===== src/rtl/pwr_pkg.sv =====
package pwr_pkg;
  typedef enum logic [1:0] {
    PS_D0 = 2'b00,
    PS_D1 = 2'b01,
    PS_D2 = 2'b10,
    PS_D3 = 2'b11
  } pstate_e;
endpackage


===== src/rtl/pwr_rst_sync.sv =====
module pwr_rst_sync #(
  parameter int STAGES = 2
) (
  input  logic clk,
  input  logic rst_n,
  output logic rst_n_sync
);
  logic [STAGES-1:0] sync_q;

  always_ff @(posedge clk or negedge rst_n) begin
    if (!rst_n) sync_q <= '0;
    else        sync_q <= {sync_q[STAGES-2:0], 1'b1};
  end

  assign rst_n_sync = sync_q[STAGES-1];
endmodule


===== src/rtl/pwr_state_fsm.sv =====
module pwr_state_fsm
  import pwr_pkg::*;
(
  input  logic      clk,
  input  logic      rst_n,
  input  logic      req_wr,
  input  pstate_e   req_state,
  input  logic      bar_hit,
  input  logic      link_up,
  input  logic      lowpwr_en,
  output pstate_e   st,
  output logic      d0a,
  output logic      deep,
  output logic      deep_exit
);
  pstate_e st_nxt;
  logic    d0a_nxt;
  logic    deep_nxt;
  logic    st_en;

  // next-state process
  always_comb begin
    st_en    = req_wr;
    st_nxt   = req_wr ? req_state : st;
    d0a_nxt  = d0a;
    deep_nxt = deep;
    if (req_wr) begin
      // host request wins over every local event in this cycle
      deep_nxt = 1'b0;
      if (req_state == PS_D0 && st != PS_D0) d0a_nxt = 1'b0;
    end else begin
      if (st == PS_D0 && !d0a && bar_hit) d0a_nxt = 1'b1;
      if (st == PS_D2) begin
        if (deep && link_up)                        deep_nxt = 1'b0;
        else if (!deep && !link_up && lowpwr_en)    deep_nxt = 1'b1;
      end
    end
  end

  // register process
  always_ff @(posedge clk or negedge rst_n) begin
    if (!rst_n) begin
      st   <= PS_D0;
      d0a  <= 1'b0;
      deep <= 1'b0;
    end else begin
      if (st_en) st <= st_nxt;
      d0a  <= d0a_nxt;
      deep <= deep_nxt;
    end
  end

  assign deep_exit = deep && link_up;
endmodule


===== src/rtl/pwr_wake_unit.sv =====
module pwr_wake_unit
  import pwr_pkg::*;
(
  input  logic    clk,
  input  logic    rst_n,
  input  pstate_e st,
  input  logic    d0a,
  input  logic    aux_pwr,
  input  logic    link_up,
  input  logic    wake_pkt,
  input  logic    deep_exit,
  input  logic    pme_clr,
  output logic    pme_flag
);
  logic link_q;
  logic wake_ok;
  logic link_chg;
  logic wake_set;
  logic pme_nxt;

  always_comb begin
    unique case (st)
      PS_D0:   wake_ok = !d0a;
      PS_D1:   wake_ok = 1'b1;
      PS_D2:   wake_ok = 1'b1;
      PS_D3:   wake_ok = aux_pwr;
      default: wake_ok = 1'b0;
    endcase
    link_chg = link_up ^ link_q;
    wake_set = wake_ok && (wake_pkt || link_chg || deep_exit);
    // a new event outranks a clear in the same cycle
    if (wake_set)     pme_nxt = 1'b1;
    else if (pme_clr) pme_nxt = 1'b0;
    else              pme_nxt = pme_flag;
  end

  always_ff @(posedge clk or negedge rst_n) begin
    if (!rst_n) begin
      link_q   <= 1'b0;
      pme_flag <= 1'b0;
    end else begin
      link_q   <= link_up;
      pme_flag <= pme_nxt;
    end
  end
endmodule


===== src/rtl/pwr_gate_dec.sv =====
module pwr_gate_dec
  import pwr_pkg::*;
(
  input  pstate_e st,
  input  logic    d0a,
  input  logic    deep,
  input  logic    aux_pwr,
  output logic    master_en,
  output logic    irq_en,
  output logic    keepalive_en
);
  logic full_on;

  always_comb begin
    full_on      = (st == PS_D0) && d0a;
    master_en    = full_on;
    irq_en       = full_on;
    keepalive_en = !deep && !((st == PS_D3) && !aux_pwr);
  end
endmodule


===== src/rtl/pwr_state_ctrl.sv =====
module pwr_state_ctrl
  import pwr_pkg::*;
#(
  parameter int NUM_BAR   = 3,
  parameter int RST_STAGE = 2
) (
  input  logic               clk,
  input  logic               rst_n,
  input  logic               req_wr,
  input  logic [1:0]         req_state,
  input  logic [NUM_BAR-1:0] bar_init,
  input  logic               link_up,
  input  logic               wake_pkt,
  input  logic               aux_pwr,
  input  logic               lowpwr_en,
  input  logic               pme_clr,
  output logic [1:0]         pstate,
  output logic               d0_active,
  output logic               master_en,
  output logic               irq_en,
  output logic               keepalive_en,
  output logic               deep_save,
  output logic               pme_n
);
  logic    rst_n_s;
  pstate_e st;
  logic    d0a;
  logic    deep;
  logic    deep_exit;
  logic    pme_flag;

  pwr_rst_sync #(.STAGES(RST_STAGE)) u_rst (
    .clk(clk), .rst_n(rst_n), .rst_n_sync(rst_n_s)
  );

  pwr_state_fsm u_fsm (
    .clk(clk), .rst_n(rst_n_s), .req_wr(req_wr),
    .req_state(pstate_e'(req_state)), .bar_hit(|bar_init),
    .link_up(link_up), .lowpwr_en(lowpwr_en),
    .st(st), .d0a(d0a), .deep(deep), .deep_exit(deep_exit)
  );

  pwr_wake_unit u_wake (
    .clk(clk), .rst_n(rst_n_s), .st(st), .d0a(d0a), .aux_pwr(aux_pwr),
    .link_up(link_up), .wake_pkt(wake_pkt), .deep_exit(deep_exit),
    .pme_clr(pme_clr), .pme_flag(pme_flag)
  );

  pwr_gate_dec u_gate (
    .st(st), .d0a(d0a), .deep(deep), .aux_pwr(aux_pwr),
    .master_en(master_en), .irq_en(irq_en), .keepalive_en(keepalive_en)
  );

  assign pstate    = st;
  assign d0_active = d0a;
  assign deep_save = deep;
  assign pme_n     = ~pme_flag;
endmodule


===== config.mk =====
export PLATFORM = sky130hd
export DESIGN_NAME = pwr_state_ctrl
export DESIGN_NICKNAME = d
export VERILOG_FILES = /design/src/rtl/pwr_pkg.sv /design/src/rtl/pwr_rst_sync.sv /design/src/rtl/pwr_state_fsm.sv /design/src/rtl/pwr_wake_unit.sv /design/src/rtl/pwr_gate_dec.sv /design/src/rtl/pwr_state_ctrl.sv
export SDC_FILE = /design/constraint.sdc
export NUM_CORES = 1
export LEC_CHECK = 0
export ABC_AREA = 0
export BUFFER_PORTS_ARGS = -buffer_cell sky130_fd_sc_hd__buf_2
export CORE_AREA = 5 5 42 44
export DETAILED_ROUTE_END_ITERATION = 16
export DIE_AREA = 0 0 47 49
export PLACE_DENSITY_LB_ADDON = 0.3
export REMOVE_ABC_BUFFERS = 1
export SYNTH_ARGS = -nofsm -noshare
export SYNTH_HDL_FRONTEND = slang
export SYNTH_SLANG_ARGS = --single-unit

===== constraint.sdc =====
create_clock -name clk -period 1.2 [get_ports clk]
set_input_delay 0.18 -clock clk [delete_from_list [all_inputs] [get_ports clk]]
set_output_delay 0.18 -clock clk [all_outputs]
set_load 0.03 [all_outputs]

==> results.py, run 1 <==
metrics = {
    "outcome": {
        "status": "finished with violations",
        "failed_checks": "negative setup slack",
    },
    "floorplan": {
        "io-pin-count": 21,
        "initial_core_util_pct": 27.0,
        "dieHeight_um": 49,
        "core_area_mm2": 0.00140,
        "num_rows": 14,
        "floorplan.die_area_mm2": 0.00230,
        "fp.dieW_um": 47,
    },
    "placement": {
        "portBuffers": 20,
        "cell_total_after_placement": 73,
        "dp_hpwl_um": 697,
        "place_worst_setup_slack_ps": -37.3,
        "routability_driven_placement_congestion_ratio": 0.783,
    },
    "worst_setup_path": {
        "timing.critical_path.slowest_stage_cell": "sky130_fd_sc_hd__dfrtp_1",
        "reg2regPathDepth": 5,
        "crit-reg2reg-launch": "u_fsm.st[1]",
        "cpPeakStageDelay_ps": 400,
        "critical_path_class": "register to output port",
        "crit_path_cell_trace": "inv_2 > ha_4 > and2_4 > buf_6",
        "timing.critical_path.arrival_ps": 1150,
        "worst-r2r-setup-slack_ps": -30,
        "timing.critical_path.buf_inv": 2,
        "cp_max_fo": 3,
        "rr_endpoint": "u_wake.pme_flag",
        "timing.critical_path.from_type": "register",
        "timing.critical_path.max_delay_family": "flip-flops",
        "nature_of_the_critical_path_endpoint": "output port",
        "worst-endpoint-required_ps": 1020,
    },
    "clocking": {
        "cts_sinks": 8,
        "cts_tree": "done",
        "cts-buffers-inserted": 3,
        "cts_max_level": 1,
        "cts_root_buffer": "sky130_fd_sc_hd__clkbuf_4",
        "clk_pin_slew_worst_paths_ps": 50,
        "clk_lat_worst_skew_ps": 250,
        "cts-root-to-sink-buffers": 2,
    },
    "synthesis": {
        "yosysWarningCount": 0,
        "synth_seq_cells": 8,
        "yosys.cell_types.count": 16,
        "post_synth.cell_area_avg_um2": 10.5,
        "synth_seq_area_share_pct": 53.0,
        "synth_area_um2": 378,
        "syn_inst": 36,
    },
    "cells_and_area": {
        "final_core_utilization_pct": 43.0,
        "area_growth_pct": 59.6,
        "design.final.nets": 82,
        "final_layout_size_suffix_gt1_share_pct": 55.6,
        "antennaDiodeCount": 0,
        "final-instance-count-excl-fill": 79,
    },
    "sta": {
        "finalMaxSlewViolations": 0,
        "setup_ws_ps": -127,
        "fin_crit_ps": 1330,
        "finalHoldViolCount": 0,
        "rsz_0062_raised_after_global_routing": "true",
        "finalClockSkew_ps": 1.78,
        "max_clock_freq_ghz": 0.754,
        "post-route-period-util_pct": 111,
        "report.final.setup_viol": 4,
        "fin_hold_ws_ps": 90.0,
    },
    "route": {
        "drt_iter0_markers": 4,
        "routed_wire_length_per_instance_um": 12.5,
        "vias_per_cell": 4.47,
        "ant_nets": 0,
        "num_vias": 353,
        "route.final.wire_length_um": 990,
        "detail_route.first_pass.iterations": 4,
        "drc_errors": 0,
    },
    "global_routing": {
        "grt_first_pass_wirelength_um": 1610,
        "antenna_found_initial": 0,
        "grt_start_max_net_pins": 7,
        "grt.total_usage_pct": 10.2,
        "first_global_vias": 366,
        "grt_overflow": 0,
    },
    "min_path": {
        "min_path_type": "input pin to register",
        "instance_count_along_the_most_critical_hold_path": 1,
        "min_to": "u_wake.link_q",
        "timing.hold.worst.start": "link_up",
    },
    "pwr": {
        "design_power_total_w": 0.000789,
        "p_per_area_mw_per_mm2": 1310,
        "ir_drop_mv": 0.764,
        "power.leakage_nw": 0.304,
    },
    "run": {
        "maxCapViolations": 0,
    },
}
## worst register-to-register path, stage by stage (launching register included)
cell and delay, ps:
sky130_fd_sc_hd__dfrtp_1 400, sky130_fd_sc_hd__inv_2 90, sky130_fd_sc_hd__ha_4 210, sky130_fd_sc_hd__a211oi_2 210
sky130_fd_sc_hd__a21oi_1 80, sky130_fd_sc_hd__o2bb2ai_1 130
## layout by cell type, fill, tap and decap left out
cell	n
sky130_fd_sc_hd__o31ai_2	1
sky130_fd_sc_hd__ha_2	1
sky130_fd_sc_hd__o2bb2ai_1	1
sky130_fd_sc_hd__buf_2	17
sky130_fd_sc_hd__inv_1	2
sky130_fd_sc_hd__nand2_1	2
sky130_fd_sc_hd__buf_4	4
sky130_fd_sc_hd__nor2_1	1
sky130_fd_sc_hd__or3_1	1
sky130_fd_sc_hd__dfrtp_1	8
sky130_fd_sc_hd__conb_1	1
sky130_fd_sc_hd__o21ai_0	2
sky130_fd_sc_hd__nor3_1	1
sky130_fd_sc_hd__dlygate4sd3_1	1
sky130_fd_sc_hd__a211oi_1	1
sky130_fd_sc_hd__a211oi_2	1
sky130_fd_sc_hd__clkbuf_4	3
sky130_fd_sc_hd__a31oi_1	1
sky130_fd_sc_hd__a21oi_2	1
sky130_fd_sc_hd__ha_1	2
sky130_fd_sc_hd__buf_6	3
sky130_fd_sc_hd__inv_2	2
sky130_fd_sc_hd__a21oi_1	4
sky130_fd_sc_hd__ha_4	1
sky130_fd_sc_hd__and2_4	1
## worst max path at each step
stage,startpoint,endpoint,slack (ps),cells after the start
final,u_fsm.st[1],irq_en,-130,4
after global routing,u_fsm.st[0],master_en,-200,4
after CTS,u_fsm.st[0],master_en,-130,4
after detailed placement,u_fsm.st[0],u_wake.pme_flag,-40,5
after global placement,u_fsm.st[0],u_wake.pme_flag,-30,5
after floorplan,u_fsm.st[0],irq_en,-290,3
## stage by stage
stage / TNS (ps) / instance area, µm²
2_1_floorplan: -1080 / 370
3_3_place_gp: -32.4 / 505
3_5_place_dp: -37.3 / 505
4_1_cts: -376 / 591
5_1_grt: -815 / 603
6_report: -390 / 603
## repair_timing
item | in CTS | in global routing
endpoints found under the hold margin | 2 | 0
pin swaps | 3 | 2
hold buffers | 1 | 0
setup buffers | 1 | 1
gates resized for setup | 14 | 1
endpoints found under the setup margin | 4 | 5
gates cloned | 0 | 0
## cell usage after synthesis
master,instances,area [µm²]
sky130_fd_sc_hd__o21ai_0,2,10.0
sky130_fd_sc_hd__nand2_1,2,7.51
sky130_fd_sc_hd__dfrtp_1,8,200
sky130_fd_sc_hd__or3_1,1,6.26
sky130_fd_sc_hd__o2bb2ai_1,1,8.76
sky130_fd_sc_hd__a31oi_1,1,6.26
sky130_fd_sc_hd__and2_1,1,6.26
sky130_fd_sc_hd__a21oi_1,5,25.0
sky130_fd_sc_hd__nor3_1,1,5.00
sky130_fd_sc_hd__ha_1,4,50.1
sky130_fd_sc_hd__nor2_1,1,3.75
sky130_fd_sc_hd__inv_1,4,15.0
sky130_fd_sc_hd__a211oi_1,2,15.0
sky130_fd_sc_hd__conb_1,1,3.75
sky130_fd_sc_hd__buf_4,1,7.51
sky130_fd_sc_hd__o31ai_1,1,7.51
## state kept, by name, indices dropped and copies added, names as in the netlist
register and flops:
u_fsm.st 2, u_wake.pme_flag 1, u_fsm.d0a 1, u_wake.link_q 1, u_rst.sync_q 2, u_fsm.deep 1
## cell type report
cell class	count	area, µm²
Inverter	4	15.0
Fill cell	145	798
Tap cell	16	20.0
Multi-Input combinational cell	23	186
Timing Repair Buffer	25	159
Sequential cell	8	200
Clock buffer	3	22.5
## cell families after synthesis
logic type	share of synthesized area, %
AOI/OAI and AO/OA	19.2
buffers and inverters	5.96
other	0.992
adders and majority gates	13.2
DFF	53.0
and+or+nand+nor	7.62
## where the power goes
group          leakage [nW]  internal [W]  total, W  switching [W]
combinational         0.194      0.000117  0.000270       0.000153
sequential           0.0961      0.000298  0.000324      0.0000260
clock                0.0138      0.000114  0.000195      0.0000813
total                 0.304      0.000529  0.000789       0.000260
## routing by layer
layer  track usage (%)  up-vias  share of wire, %
met4              2.76        0              0.71
met3              5.54        2               6.8
li1                  -      178                 -
met1              11.6      160                38
met5                 0        -                 0
met2              16.1       13                54
Power figures use the tool's default switching activity.
==> run 2: changes to the inputs <==
--- a/config.mk
+++ b/config.mk
@@ -6,7 +6,7 @@
 export NUM_CORES = 1
 export LEC_CHECK = 0
 export ABC_AREA = 0
-export BUFFER_PORTS_ARGS = -buffer_cell sky130_fd_sc_hd__buf_2
+export BUFFER_PORTS_ARGS = -buffer_cell sky130_fd_sc_hd__clkbuf_2
 export CORE_AREA = 5 5 42 44
 export DETAILED_ROUTE_END_ITERATION = 16
 export DIE_AREA = 0 0 47 49
==> results.py, run 2 (synthesis gave the netlist of run 1 again) <==
metrics = {
    "cells_and_area": {
        "antennaDiodeCount": 0,
        "top_regs": "u_fsm.st: 2 flops, u_rst.sync_q: 2 flops",
        "mostFrequentLayoutCells": "sky130_fd_sc_hd__clkbuf_2 (15), sky130_fd_sc_hd__buf_4 (8), sky130_fd_sc_hd__dfrtp_1 (8)",
        "fillCellCount": 138,
        "area_growth_pct": 79.8,
        "layout_commonest_cell": "sky130_fd_sc_hd__clkbuf_2",
        "final_layout_size_suffix_gt1_share_pct": 63.2,
        "final-instance-count-excl-fill": 84,
        "design.final.nets": 87,
        "register_area_um2": 200,
        "final_core_utilization_pct": 48.5,
        "multi_input_area_um2": 205,
    },
    "pwr": {
        "p_per_area_mw_per_mm2": 1240,
        "net_switching_fraction_of_the_power_pct": 33.9,
        "power.leakage_nw": 0.337,
        "total_switching_power_w": 0.000286,
        "pwr-share-clk_pct": 24.7,
        "p_int_w": 0.000559,
        "power.share.combinational_pct": 36.8,
        "ir_drop_mv": 0.594,
        "seq_power_share_pct": 38.6,
    },
    "sta": {
        "finalMaxSlewViolations": 0,
        "rsz_0062_raised_after_global_routing": "true",
        "max_clock_freq_ghz": 0.736,
        "post-route-period-util_pct": 113,
        "report.final.setup_viol": 7,
        "finalHoldViolCount": 0,
        "finalClockSkew_ps": 0.523,
        "setup_ws_ps": -158,
        "fin_crit_ps": 1360,
    },
    "clocking": {
        "cts-buffers-inserted": 3,
        "cts_sinks": 8,
        "clk_pin_slew_worst_paths_ps": 50,
        "cts-root-to-sink-buffers": 2,
        "clk_lat_worst_skew_ps": 250,
        "cts_max_level": 1,
        "cts_root_buffer": "sky130_fd_sc_hd__clkbuf_4",
        "cts_tree": "done",
    },
    "min_path": {
        "timing.hold.worst.start": "link_up",
        "min_path_type": "input pin to register",
        "instance_count_along_the_most_critical_hold_path": 1,
        "min_to": "u_wake.link_q",
    },
    "route": {
        "num_vias": 381,
        "route.final.wire_length_um": 1070,
        "drt_iter0_markers": 6,
        "vias_per_cell": 4.54,
        "detail_route.first_pass.iterations": 4,
        "drc_errors": 0,
        "ant_nets": 0,
        "routed_wire_length_per_instance_um": 12.8,
    },
    "floorplan": {
        "io-pin-count": 21,
        "dieHeight_um": 49,
        "fp.dieW_um": 47,
        "floorplan.die_area_mm2": 0.00230,
        "core_area_mm2": 0.00140,
        "num_rows": 14,
        "initial_core_util_pct": 27.0,
    },
    "placement": {
        "portBuffers": 20,
        "dp_hpwl_um": 724,
        "routability_driven_placement_congestion_ratio": 0.796,
        "cell_total_after_placement": 73,
    },
    "run": {
        "maxCapViolations": 0,
    },
    "worst_setup_path": {
        "timing.critical_path.from_type": "register",
        "crit_path_cell_trace": "ha_2 > a21oi_2 > clkbuf_8",
        "worst-r2r-setup-slack_ps": -50,
        "timing.critical_path.arrival_ps": 1180,
        "nature_of_the_critical_path_endpoint": "output port",
        "worst-endpoint-required_ps": 1020,
        "cp_max_fo": 3,
        "critical_path_class": "register to output port",
        "timing.critical_path.slowest_stage_cell": "sky130_fd_sc_hd__dfrtp_1",
        "crit-reg2reg-launch": "u_fsm.st[1]",
        "cpPeakStageDelay_ps": 420,
        "rr_endpoint": "u_wake.pme_flag",
        "reg2regPathDepth": 5,
    },
    "global_routing": {
        "grt_overflow": 0,
        "grt.total_usage_pct": 8.59,
        "antenna_found_initial": 0,
        "first_global_vias": 320,
        "grt_start_max_net_pins": 7,
        "grt_first_pass_wirelength_um": 1370,
    },
    "outcome": {
        "status": "finished with violations",
        "failed_checks": "negative setup slack",
    },
}
==> run 2: metal layers <==
| metal | GRT usage, % | vias to the layer above | routed length, µm |
|---|---|---|---|
| met3 | 4.06 | 2 | 79 |
| met1 | 10.6 | 176 | 425 |
| met4 | 4.15 | 0 | 16 |
| li1 | - | 187 | - |
| met2 | 12.2 | 16 | 552 |
| met5 | 0 | - | 0 |
==> run 2: per-stage QoR <==
| step | instance area, µm² | total power [W] | setup slack (ps) | setup TNS [ps] | hold WS (ps) |
|---|---|---|---|---|---|
| 2_1_floorplan | 370 | 0.000454 | -290 | -1080 | -116 |
| 3_3_place_gp | 505 | 0.000538 | -9.50 | -9.50 | -33.9 |
| 3_5_place_dp | 505 | 0.000542 | -39.2 | -55.6 | -30.6 |
| 4_1_cts | 616 | 0.000804 | -156 | -566 | 85.2 |
| 5_1_grt | 679 | 0.000887 | -202 | -999 | 101 |
| 6_report | 679 | 0.000845 | -158 | -688 | 91.6 |
==> run 2: how the worst max path moves through the flow <==
stage,endpoint,cells after the start,slack (ps),start
global route,master_en,4,-200,u_fsm.st[1]
CTS,keepalive_en,3,-160,u_fsm.st[1]
finish,keepalive_en,3,-160,u_fsm.st[1]
global placement,u_wake.pme_flag,5,-10,u_fsm.st[0]
floorplan,irq_en,3,-290,u_fsm.st[0]
detailed placement,u_wake.pme_flag,5,-40,u_fsm.st[0]
==> run 2: final cells by class <==
cell class              count  share of cell area, %
repair buffers             30                   31.9
inverters                   4                   2.21
multi-input cells          23                   30.2
flip-flops and latches      8                   29.5
clock buffers               3                   3.31
well taps                  16                   2.95
==> run 2: worst max-delay path, delay by kind of cell, from the launching register on <==
kind,cells,cell delay [ps]
compound gates,1,130
flops,1,420
buf+inv,1,170
fa+ha+maj,1,210
==> run 2: power by group through the flow <==
| stage | registers [W] | clock network [W] | logic, W |
|---|---|---|---|
| finish | 0.000326 | 0.000208 | 0.000311 |
| global route | 0.000330 | 0.000226 | 0.000331 |
| CTS | 0.000325 | 0.000213 | 0.000266 |
| detailed placement | 0.000328 | 0 | 0.000214 |
| global placement | 0.000326 | 0 | 0.000212 |
| floorplan | 0.000353 | 0 | 0.000101 |
==> run 2: repair_timing <==
action / 4_1_cts / 5_1_grt
setup buffers: 4 / 3
endpoints found under the setup margin: 4 / 7
cloned: 0 / 0
hold endpoints to repair: 2 / 0
pin swaps: 4 / 4
resized for setup: 13 / 14
hold buffers: 1 / 0
